--- config.mk ---
export PLATFORM = sky130hd
export DESIGN_NAME = pla_array
export DESIGN_NICKNAME = d
export VERILOG_FILES = /design/src/rtl/pla_pkg.sv /design/src/rtl/pla_cfg_chain.sv /design/src/rtl/pla_pterm.sv /design/src/rtl/pla_or_group.sv /design/src/rtl/pla_array.sv
export SDC_FILE = /design/constraint.sdc
export NUM_CORES = 2
export LEC_CHECK = 0
export ABC_CLOCK_PERIOD_IN_PS = 5700
export BUFFER_PORTS_ARGS = -buffer_cell sky130_fd_sc_hd__buf_2
export CORE_MARGIN = 3
export CORE_UTILIZATION = 30
export DETAILED_ROUTE_END_ITERATION = 12
export HOLD_SLACK_MARGIN = 0.03
export PLACE_DENSITY = 0.42
export SKIP_LAST_GASP = 1
export SLEW_MARGIN = 20
export SYNTH_ARGS = -nofsm -noshare
export SYNTH_HDL_FRONTEND = slang
export SYNTH_SLANG_ARGS = --single-unit
--- constraint.sdc ---
create_clock -name clk -period 5.7 [get_ports clk]
set_input_delay 1.14 -clock clk [delete_from_list [all_inputs] [get_ports clk]]
set_output_delay 1.14 -clock clk [all_outputs]
set_load 0.005 [all_outputs]
--- src/rtl/pla_pkg.sv ---
`timescale 1ns/1ps
// pla_pkg: sizes and row layout shared by the array and its parts.
// Assumes the OR group sizes rise from the two ends toward the middle.
package pla_pkg;
    localparam int N_DED      = 12;
    localparam int N_FB       = 10;
    localparam int N_IN       = N_DED + N_FB;
    localparam int N_COL      = 2 * N_IN;
    localparam int N_OUT      = N_FB;
    localparam int BASE_TERMS = 8;
    localparam int STEP_TERMS = 2;

    // Number of sum rows for output o, growing with its distance from the nearer end.
    function automatic int sum_terms(input int o);
        int d;
        d = (o < N_OUT - 1 - o) ? o : N_OUT - 1 - o;
        return BASE_TERMS + STEP_TERMS * d;
    endfunction

    // Row index of the enable row of output o; its sum rows follow it directly.
    function automatic int oe_row(input int o);
        int r;
        r = 1;
        for (int j = 0; j < o; j++) r += sum_terms(j) + 1;
        return r;
    endfunction

    localparam int RESET_ROW  = 0;
    localparam int PRESET_ROW = oe_row(N_OUT);
    localparam int N_ROW      = PRESET_ROW + 1;
    localparam int N_FUSE     = N_ROW * N_COL;
endpackage

--- src/rtl/pla_cfg_chain.sv ---
`timescale 1ns/1ps
// pla_cfg_chain: serial store for the connection map and the loaded flag.
// Assumes the map needs no reset value; the outputs are gated until a load completes.
module pla_cfg_chain #(
    parameter int FUSE_W = 64
) (
    input  logic              clk,
    input  logic              rst_n,
    input  logic              shift_en,
    input  logic              data,
    input  logic              done,
    output logic [FUSE_W-1:0] fuse,
    output logic              loaded
);
    // Shift the map one place toward bit 0, taking the new bit at the top.
    always_ff @(posedge clk) begin
        if (shift_en) fuse <= {data, fuse[FUSE_W-1:1]};
    end

    // Track whether a complete map is in place; a shift always wins over done.
    always_ff @(posedge clk) begin
        if (!rst_n)        loaded <= 1'b0;
        else if (shift_en) loaded <= 1'b0;
        else if (done)     loaded <= 1'b1;
    end

    assert_shift_in_R8: assert property (@(posedge clk) disable iff (!rst_n)
        shift_en |=> (fuse[FUSE_W-1] == $past(data)) &&
                     (fuse[FUSE_W-2:0] == $past(fuse[FUSE_W-1:1])));

    assert_hold_R12: assert property (@(posedge clk) disable iff (!rst_n)
        !shift_en |=> $stable(fuse));

    assert_done_loads_R10: assert property (@(posedge clk) disable iff (!rst_n)
        (done && !shift_en) |=> loaded);

    assert_done_ignored_R10: assert property (@(posedge clk) disable iff (!rst_n)
        shift_en |=> !loaded);
endmodule

--- src/rtl/pla_pterm.sv ---
`timescale 1ns/1ps
// pla_pterm: one product term, the AND of the columns whose connection bit is set.
// Assumes columns come in true/inverse pairs at positions 2k and 2k+1.
module pla_pterm #(
    parameter int W = 44
) (
    input  logic [W-1:0] cols,
    input  logic [W-1:0] conn,
    output logic         term
);
    logic [W/2-1:0] pair_hit;

    // Mark the inputs whose true and inverse columns are both connected.
    for (genvar k = 0; k < W / 2; k++) begin : g_pair
        assign pair_hit[k] = conn[2*k] & conn[2*k+1];
    end

    // A column that is not connected passes 1 into the AND.
    always_comb term = &(cols | ~conn);

    // Check that a connected true/inverse pair forces the term low.
    always_comb begin
        if (|pair_hit) assert_pair_kills_R4: assert (term == 1'b0);
    end
endmodule

--- src/rtl/pla_or_group.sv ---
`timescale 1ns/1ps
// pla_or_group: N product terms ORed into one output sum.
// Assumes conns holds N rows of W bits, with row 0 in the low bits.
module pla_or_group #(
    parameter int N = 8,
    parameter int W = 44
) (
    input  logic [W-1:0]   cols,
    input  logic [N*W-1:0] conns,
    output logic           hit
);
    logic [N-1:0] terms;

    for (genvar t = 0; t < N; t++) begin : g_row
        pla_pterm #(.W(W)) u_row (
            .cols (cols),
            .conn (conns[t*W +: W]),
            .term (terms[t])
        );
    end

    // Combine the group's rows.
    always_comb hit = |terms;
endmodule

--- src/rtl/pla_array.sv ---
`timescale 1ns/1ps
// pla_array: programmable AND-OR core with ten unequal OR groups, one enable term
// per output, and shared reset and preset terms.
// Assumes the map is loaded serially before use; until then every output reads 0.
module pla_array (
    input  logic                     clk,
    input  logic                     rst_n,
    input  logic                     cfg_shift_en,
    input  logic                     cfg_data,
    input  logic                     cfg_done,
    input  logic [pla_pkg::N_DED-1:0] ded_in,
    input  logic [pla_pkg::N_FB-1:0]  fb_in,
    output logic [pla_pkg::N_OUT-1:0] sum_out,
    output logic [pla_pkg::N_OUT-1:0] oe_out,
    output logic                     reset_term,
    output logic                     preset_term
);
    import pla_pkg::*;

    logic [N_FUSE-1:0] fuse;
    logic              loaded;
    logic [N_IN-1:0]   in_vec;
    logic [N_COL-1:0]  cols;
    logic [N_OUT-1:0]  sum_raw, oe_raw;
    logic              reset_raw, preset_raw;

    pla_cfg_chain #(.FUSE_W(N_FUSE)) u_cfg (
        .clk      (clk),
        .rst_n    (rst_n),
        .shift_en (cfg_shift_en),
        .data     (cfg_data),
        .done     (cfg_done),
        .fuse     (fuse),
        .loaded   (loaded)
    );

    // Gather the array inputs: dedicated pins low, feedback high.
    always_comb in_vec = {fb_in, ded_in};

    // Present each input in true and inverse form.
    for (genvar k = 0; k < N_IN; k++) begin : g_col
        assign cols[2*k]   = in_vec[k];
        assign cols[2*k+1] = ~in_vec[k];
    end

    for (genvar o = 0; o < N_OUT; o++) begin : g_out
        localparam int ROW_OE = oe_row(o);
        localparam int N_SUM  = sum_terms(o);

        pla_pterm #(.W(N_COL)) u_oe (
            .cols (cols),
            .conn (fuse[ROW_OE*N_COL +: N_COL]),
            .term (oe_raw[o])
        );

        pla_or_group #(.N(N_SUM), .W(N_COL)) u_sum (
            .cols  (cols),
            .conns (fuse[(ROW_OE+1)*N_COL +: N_SUM*N_COL]),
            .hit   (sum_raw[o])
        );
    end

    pla_pterm #(.W(N_COL)) u_reset (
        .cols (cols),
        .conn (fuse[RESET_ROW*N_COL +: N_COL]),
        .term (reset_raw)
    );

    pla_pterm #(.W(N_COL)) u_preset (
        .cols (cols),
        .conn (fuse[PRESET_ROW*N_COL +: N_COL]),
        .term (preset_raw)
    );

    // Hold every output low until a complete map is in place.
    always_comb begin
        sum_out     = loaded ? sum_raw : '0;
        oe_out      = loaded ? oe_raw  : '0;
        reset_term  = loaded & reset_raw;
        preset_term = loaded & preset_raw;
    end

    assert_idle_out_R9: assert property (@(posedge clk) disable iff (!rst_n)
        $past(cfg_shift_en) |-> (sum_out == '0 && oe_out == '0 && !reset_term && !preset_term));

    assert_reset_idle_R9: assert property (@(posedge clk)
        $past(!rst_n) |-> (sum_out == '0 && oe_out == '0));
endmodule

==> flow_metrics.env <==
export IMPL_tritoncts="done"
export IMPL_synth_seq_area_share_pct=82.1
export IMPL_hold_worst_slack_ns=0.274
export IMPL_grt_first_pass_wirelength_mm=777
export IMPL_cts_num_sinks=5809
export IMPL_design_final_nets=11100
export IMPL_cp_buffers_inverters=6
export IMPL_placement_io_buffers=48
export IMPL_grt_max_degree=187
export IMPL_grt_overflow_total=0
export IMPL_clock_skew_ns=0.0404
export IMPL_post_place_cells=19800
export IMPL_drtAntennaViolNets=0
export IMPL_routed_wire_length_per_instance_um=26.2
export IMPL_worst_setup_path_start_kind="input pin"
export IMPL_setup_reg_to_reg_worst_slack_ns=4.26
export IMPL_critical_path_cell_chain="buf_8 > buf_12 > buf_4 > mux2i_1 > nand4_1 > nor3_1 > nand3_1 > nand4_1 > buf_4 > o41a_1 > buf_4 > buf_2"
export IMPL_comb_power_share_pct=4.5
export IMPL_final_fill_count=65200
export IMPL_synth_area_um2=213000
export IMPL_report_final_setup_viol=0
export IMPL_most_used_standard_cell_by_instance_count_after_synthesis="edfxtp_1"
export IMPL_yosysWarningCount=0
export IMPL_leakagePower_nw=87.3
export IMPL_detailedRoute_firstIterationViolations=9524
export IMPL_ioPinCount=49
export IMPL_hold_path_end="u_cfg.fuse[5807]"
export IMPL_max_slew_margin_pct=15.5
export IMPL_dpl_cell_area_um2=228000
export IMPL_cts_hold_buffers_added=0
export IMPL_r2r_end="u_cfg.loaded"
export IMPL_clk_transition_reported_paths_ns=0.06
export IMPL_delay_heaviest_family_cp="buffers and inverters"
export IMPL_ir_worst_vdd_v=0.000318
export IMPL_mapped_avg_cell_area_um2=20.7
export IMPL_place_detailed_hpwl_mm=326
export IMPL_total_switching_power_mw=20.8
export IMPL_die_w_um=848
export IMPL_netlist_cell_type_count=34
export IMPL_drc=0
export IMPL_clockPowerShare_pct=40.9
export IMPL_grt_overall_usage_pct=14.7
export IMPL_placement_setup_worst_slack_ns=-0.221
export IMPL_unrepaired_setup_endpoints_after_global_routing="false"
export IMPL_cts_setup_buffers=0
export IMPL_hold_path_cell_count=1
export IMPL_synth_top_cell_by_area="edfxtp_1"
export IMPL_fin_ws_ns=0.226
export IMPL_cellPowerDensity_nw_per_um2=379
export IMPL_cts_buffer_depth=4
export IMPL_core_area_um2=705000
export IMPL_numCtsBuffers=618
export IMPL_synthesis_instances=10200
export IMPL_post_route_period_util_pct=96.0
export IMPL_layout_drive_gt1_share_pct=12.3
export IMPL_hold_path_class="input pin to flip-flop"
export IMPL_final_period_minus_worst_setup_slack_ns=5.47
export IMPL_multi_input_gate_area_um2=36000
export IMPL_synth_seq_cells=5809
export IMPL_floorplan_rows=308
export IMPL_antenna_found_initial=35
export IMPL_required_ns=4.56
export IMPL_finish_cell_count_without_fillers=20900
export IMPL_tightestPinTransition_ns=1.27
export IMPL_fin_area_um2=247000
export IMPL_timing_critical_path_slowest_cell_delay_ns=0.46
export IMPL_maxCapViolations=0
export IMPL_die_area_um2=719000
export IMPL_synth_edff_count=5808
export IMPL_number_of_global_route_vias_before_repair=103000
export IMPL_area_growth_syn_to_layout_pct=16.3
export IMPL_r2r_start="u_cfg.loaded"
export IMPL_power_share_switching_pct=22.3
export IMPL_clock_tree_htree_level_count=6
export IMPL_cp_arrival_ns=4.33
export IMPL_outcome="finished, final reports clean"
export IMPL_routed_wirelength_mm=546
export IMPL_yosys_top_cells_count="edfxtp_1, mux2i_1, nand4_1"
export IMPL_report_power_total_mw=93.7
export IMPL_maximum_net_fanout_on_the_critical_path=30
export IMPL_gp_congestion=0.752
export IMPL_worst_skew_pair_late_latency_ns=1.07
export IMPL_netlist_top_cells_area="edfxtp_1, mux2i_1, nand4_1, buf_2, mux2_2"
export IMPL_hold_violations=0
export IMPL_async_reset_ff_share_pct=0
export IMPL_avgViaCountPerCell=4.78
export IMPL_fmax_mhz=183
export IMPL_worst_path_max_delay_cell="buf_8"
export IMPL_firstDrtPassIters=5
export IMPL_die_height_um=848
export IMPL_timing_critical_path_to_type="output pin"
export IMPL_detailroute_via_count=99700
export IMPL_synth_ff_type="edfxtp_1"
export IMPL_ff2ff_path_depth=3
export IMPL_power_share_sequential_pct=54.6
export IMPL_mappedNetlistNets=10300
export IMPL_most_common_cell_type_on_the_critical_path="buf_4"
export IMPL_min_from="cfg_data"
export IMPL_finalMaxSlewViolations=0
export IMPL_sequential_cell_area_um2=174000
export IMPL_clock_root_buffer="clkbuf_16"
export IMPL_crit_type="input pin to output pin"
export IMPL_start_util_pct=30.2
export IMPL_synth_top_cell_area_share_pct=82.1
export IMPL_internal_power_mw=72.8
==> through the flow <==
stage	utilization [%]	setup TNS, ns
after CTS	35.1	0
after floorplan	-	0
after global placement	32.4	-0.447
final	35.1	0
after global routing	35.1	0
after detailed placement	32.4	-0.273
==> cells in the final DEF (no fill, tap or decap), types with 5 or more instances in the layout <==
master / synthesis / final
edfxtp_1: 5808 / 5808
mux2i_1: 2730 / 2730
clkbuf_16: 0 / 642
nand4_1: 598 / 598
buf_4: 97 / 338
clkinv_1: 0 / 159
buf_12: 0 / 159
clkbuf_1: 3 / 143
nand2_1: 140 / 140
nand3_1: 96 / 96
clkinv_2: 0 / 92
nor3_1: 77 / 76
nor2b_1: 75 / 75
mux2_2: 70 / 70
nor2_1: 60 / 60
a2111oi_0: 60 / 59
nor4_1: 53 / 52
and4_1: 51 / 51
buf_2: 205 / 25
bufinv_16: 0 / 22
or4_1: 21 / 21
buf_8: 0 / 20
a211oi_1: 18 / 18
inv_16: 0 / 11
inv_6: 0 / 10
clkinv_8: 0 / 9
and2_1: 8 / 8
o41a_1: 8 / 8
inv_1: 7 / 7
mux2_4: 6 / 6
clkinvlp_4: 0 / 6
mux2_1: 5 / 5
==> registers in the layout, summed over array words and instances (netlist names) <==
signal        flops
u_cfg.fuse     5808
u_cfg.loaded      1
==> cell type report <==
| cell class | instances | share of cell area (%) |
|---|---|---|
| diodes | 3 | 0.00304 |
| clock buffers | 785 | 6.72 |
| clock inverters | 315 | 0.936 |
| inverters | 7 | 0.0106 |
| multi-input cells | 4095 | 14.6 |
| flip-flops and latches | 5809 | 70.6 |
| well taps | 9300 | 4.71 |
| repair buffers | 543 | 2.50 |
==> how the worst max path moves through the flow <==
stage / from / to / cells past startpoint
after CTS: fb_in[9] / sum_out[4] / 12
after detailed placement: fb_in[9] / sum_out[4] / 12
after global routing: ded_in[3] / sum_out[4] / 12
after floorplan: fb_in[8] / oe_out[8] / 7
after global placement: fb_in[9] / sum_out[4] / 12
final: ded_in[3] / sum_out[4] / 12
==> cell families (layout without fill, tap and decap cells) <==
family	after synthesis	in the layout	share of synthesized area (%)
DFF	5809	5809	82.1
muxes	2811	2811	13.3
and+or+nand+nor	1182	1182	3.21
buffers and inverters	343	1650	1.01
AOI/OAI and AO/OA	102	102	0.423
other	0	3	0
==> power groups by stage <==
stage | combinational, mW | sequential, mW | clock (mW)
3_3_place_gp | 4.33 | 51.9 | 0
6_report | 4.21 | 51.1 | 38.3
5_1_grt | 4.52 | 51.4 | 41.4
3_5_place_dp | 4.35 | 51.9 | 0
2_1_floorplan | 1.90 | 51.3 | 0
4_1_cts | 4.35 | 51.1 | 39.7
==> worst register-to-register path: stages (launching register included) <==
cell and delay, ns:
dfxtp_4 0.64, buf_4 0.44, nor2_1 0.09, nor3b_1 0.18
==> metal layers <==
layer	track usage (%)	part of all wire [%]	vias to the layer above
met3	1.97	4.2	723
met2	23.4	47	2287
li1	-	-	43500
met5	0	0.0049	-
met4	3.12	2.0	4
met1	21.6	47	53200
==> what timing repair did <==
action | 4_1_cts | 5_1_grt
gates resized for setup | 3 | 1
setup endpoints to repair | 2 | 1
pin swaps | 1 | 1
(Power assumes the default switching activity.)
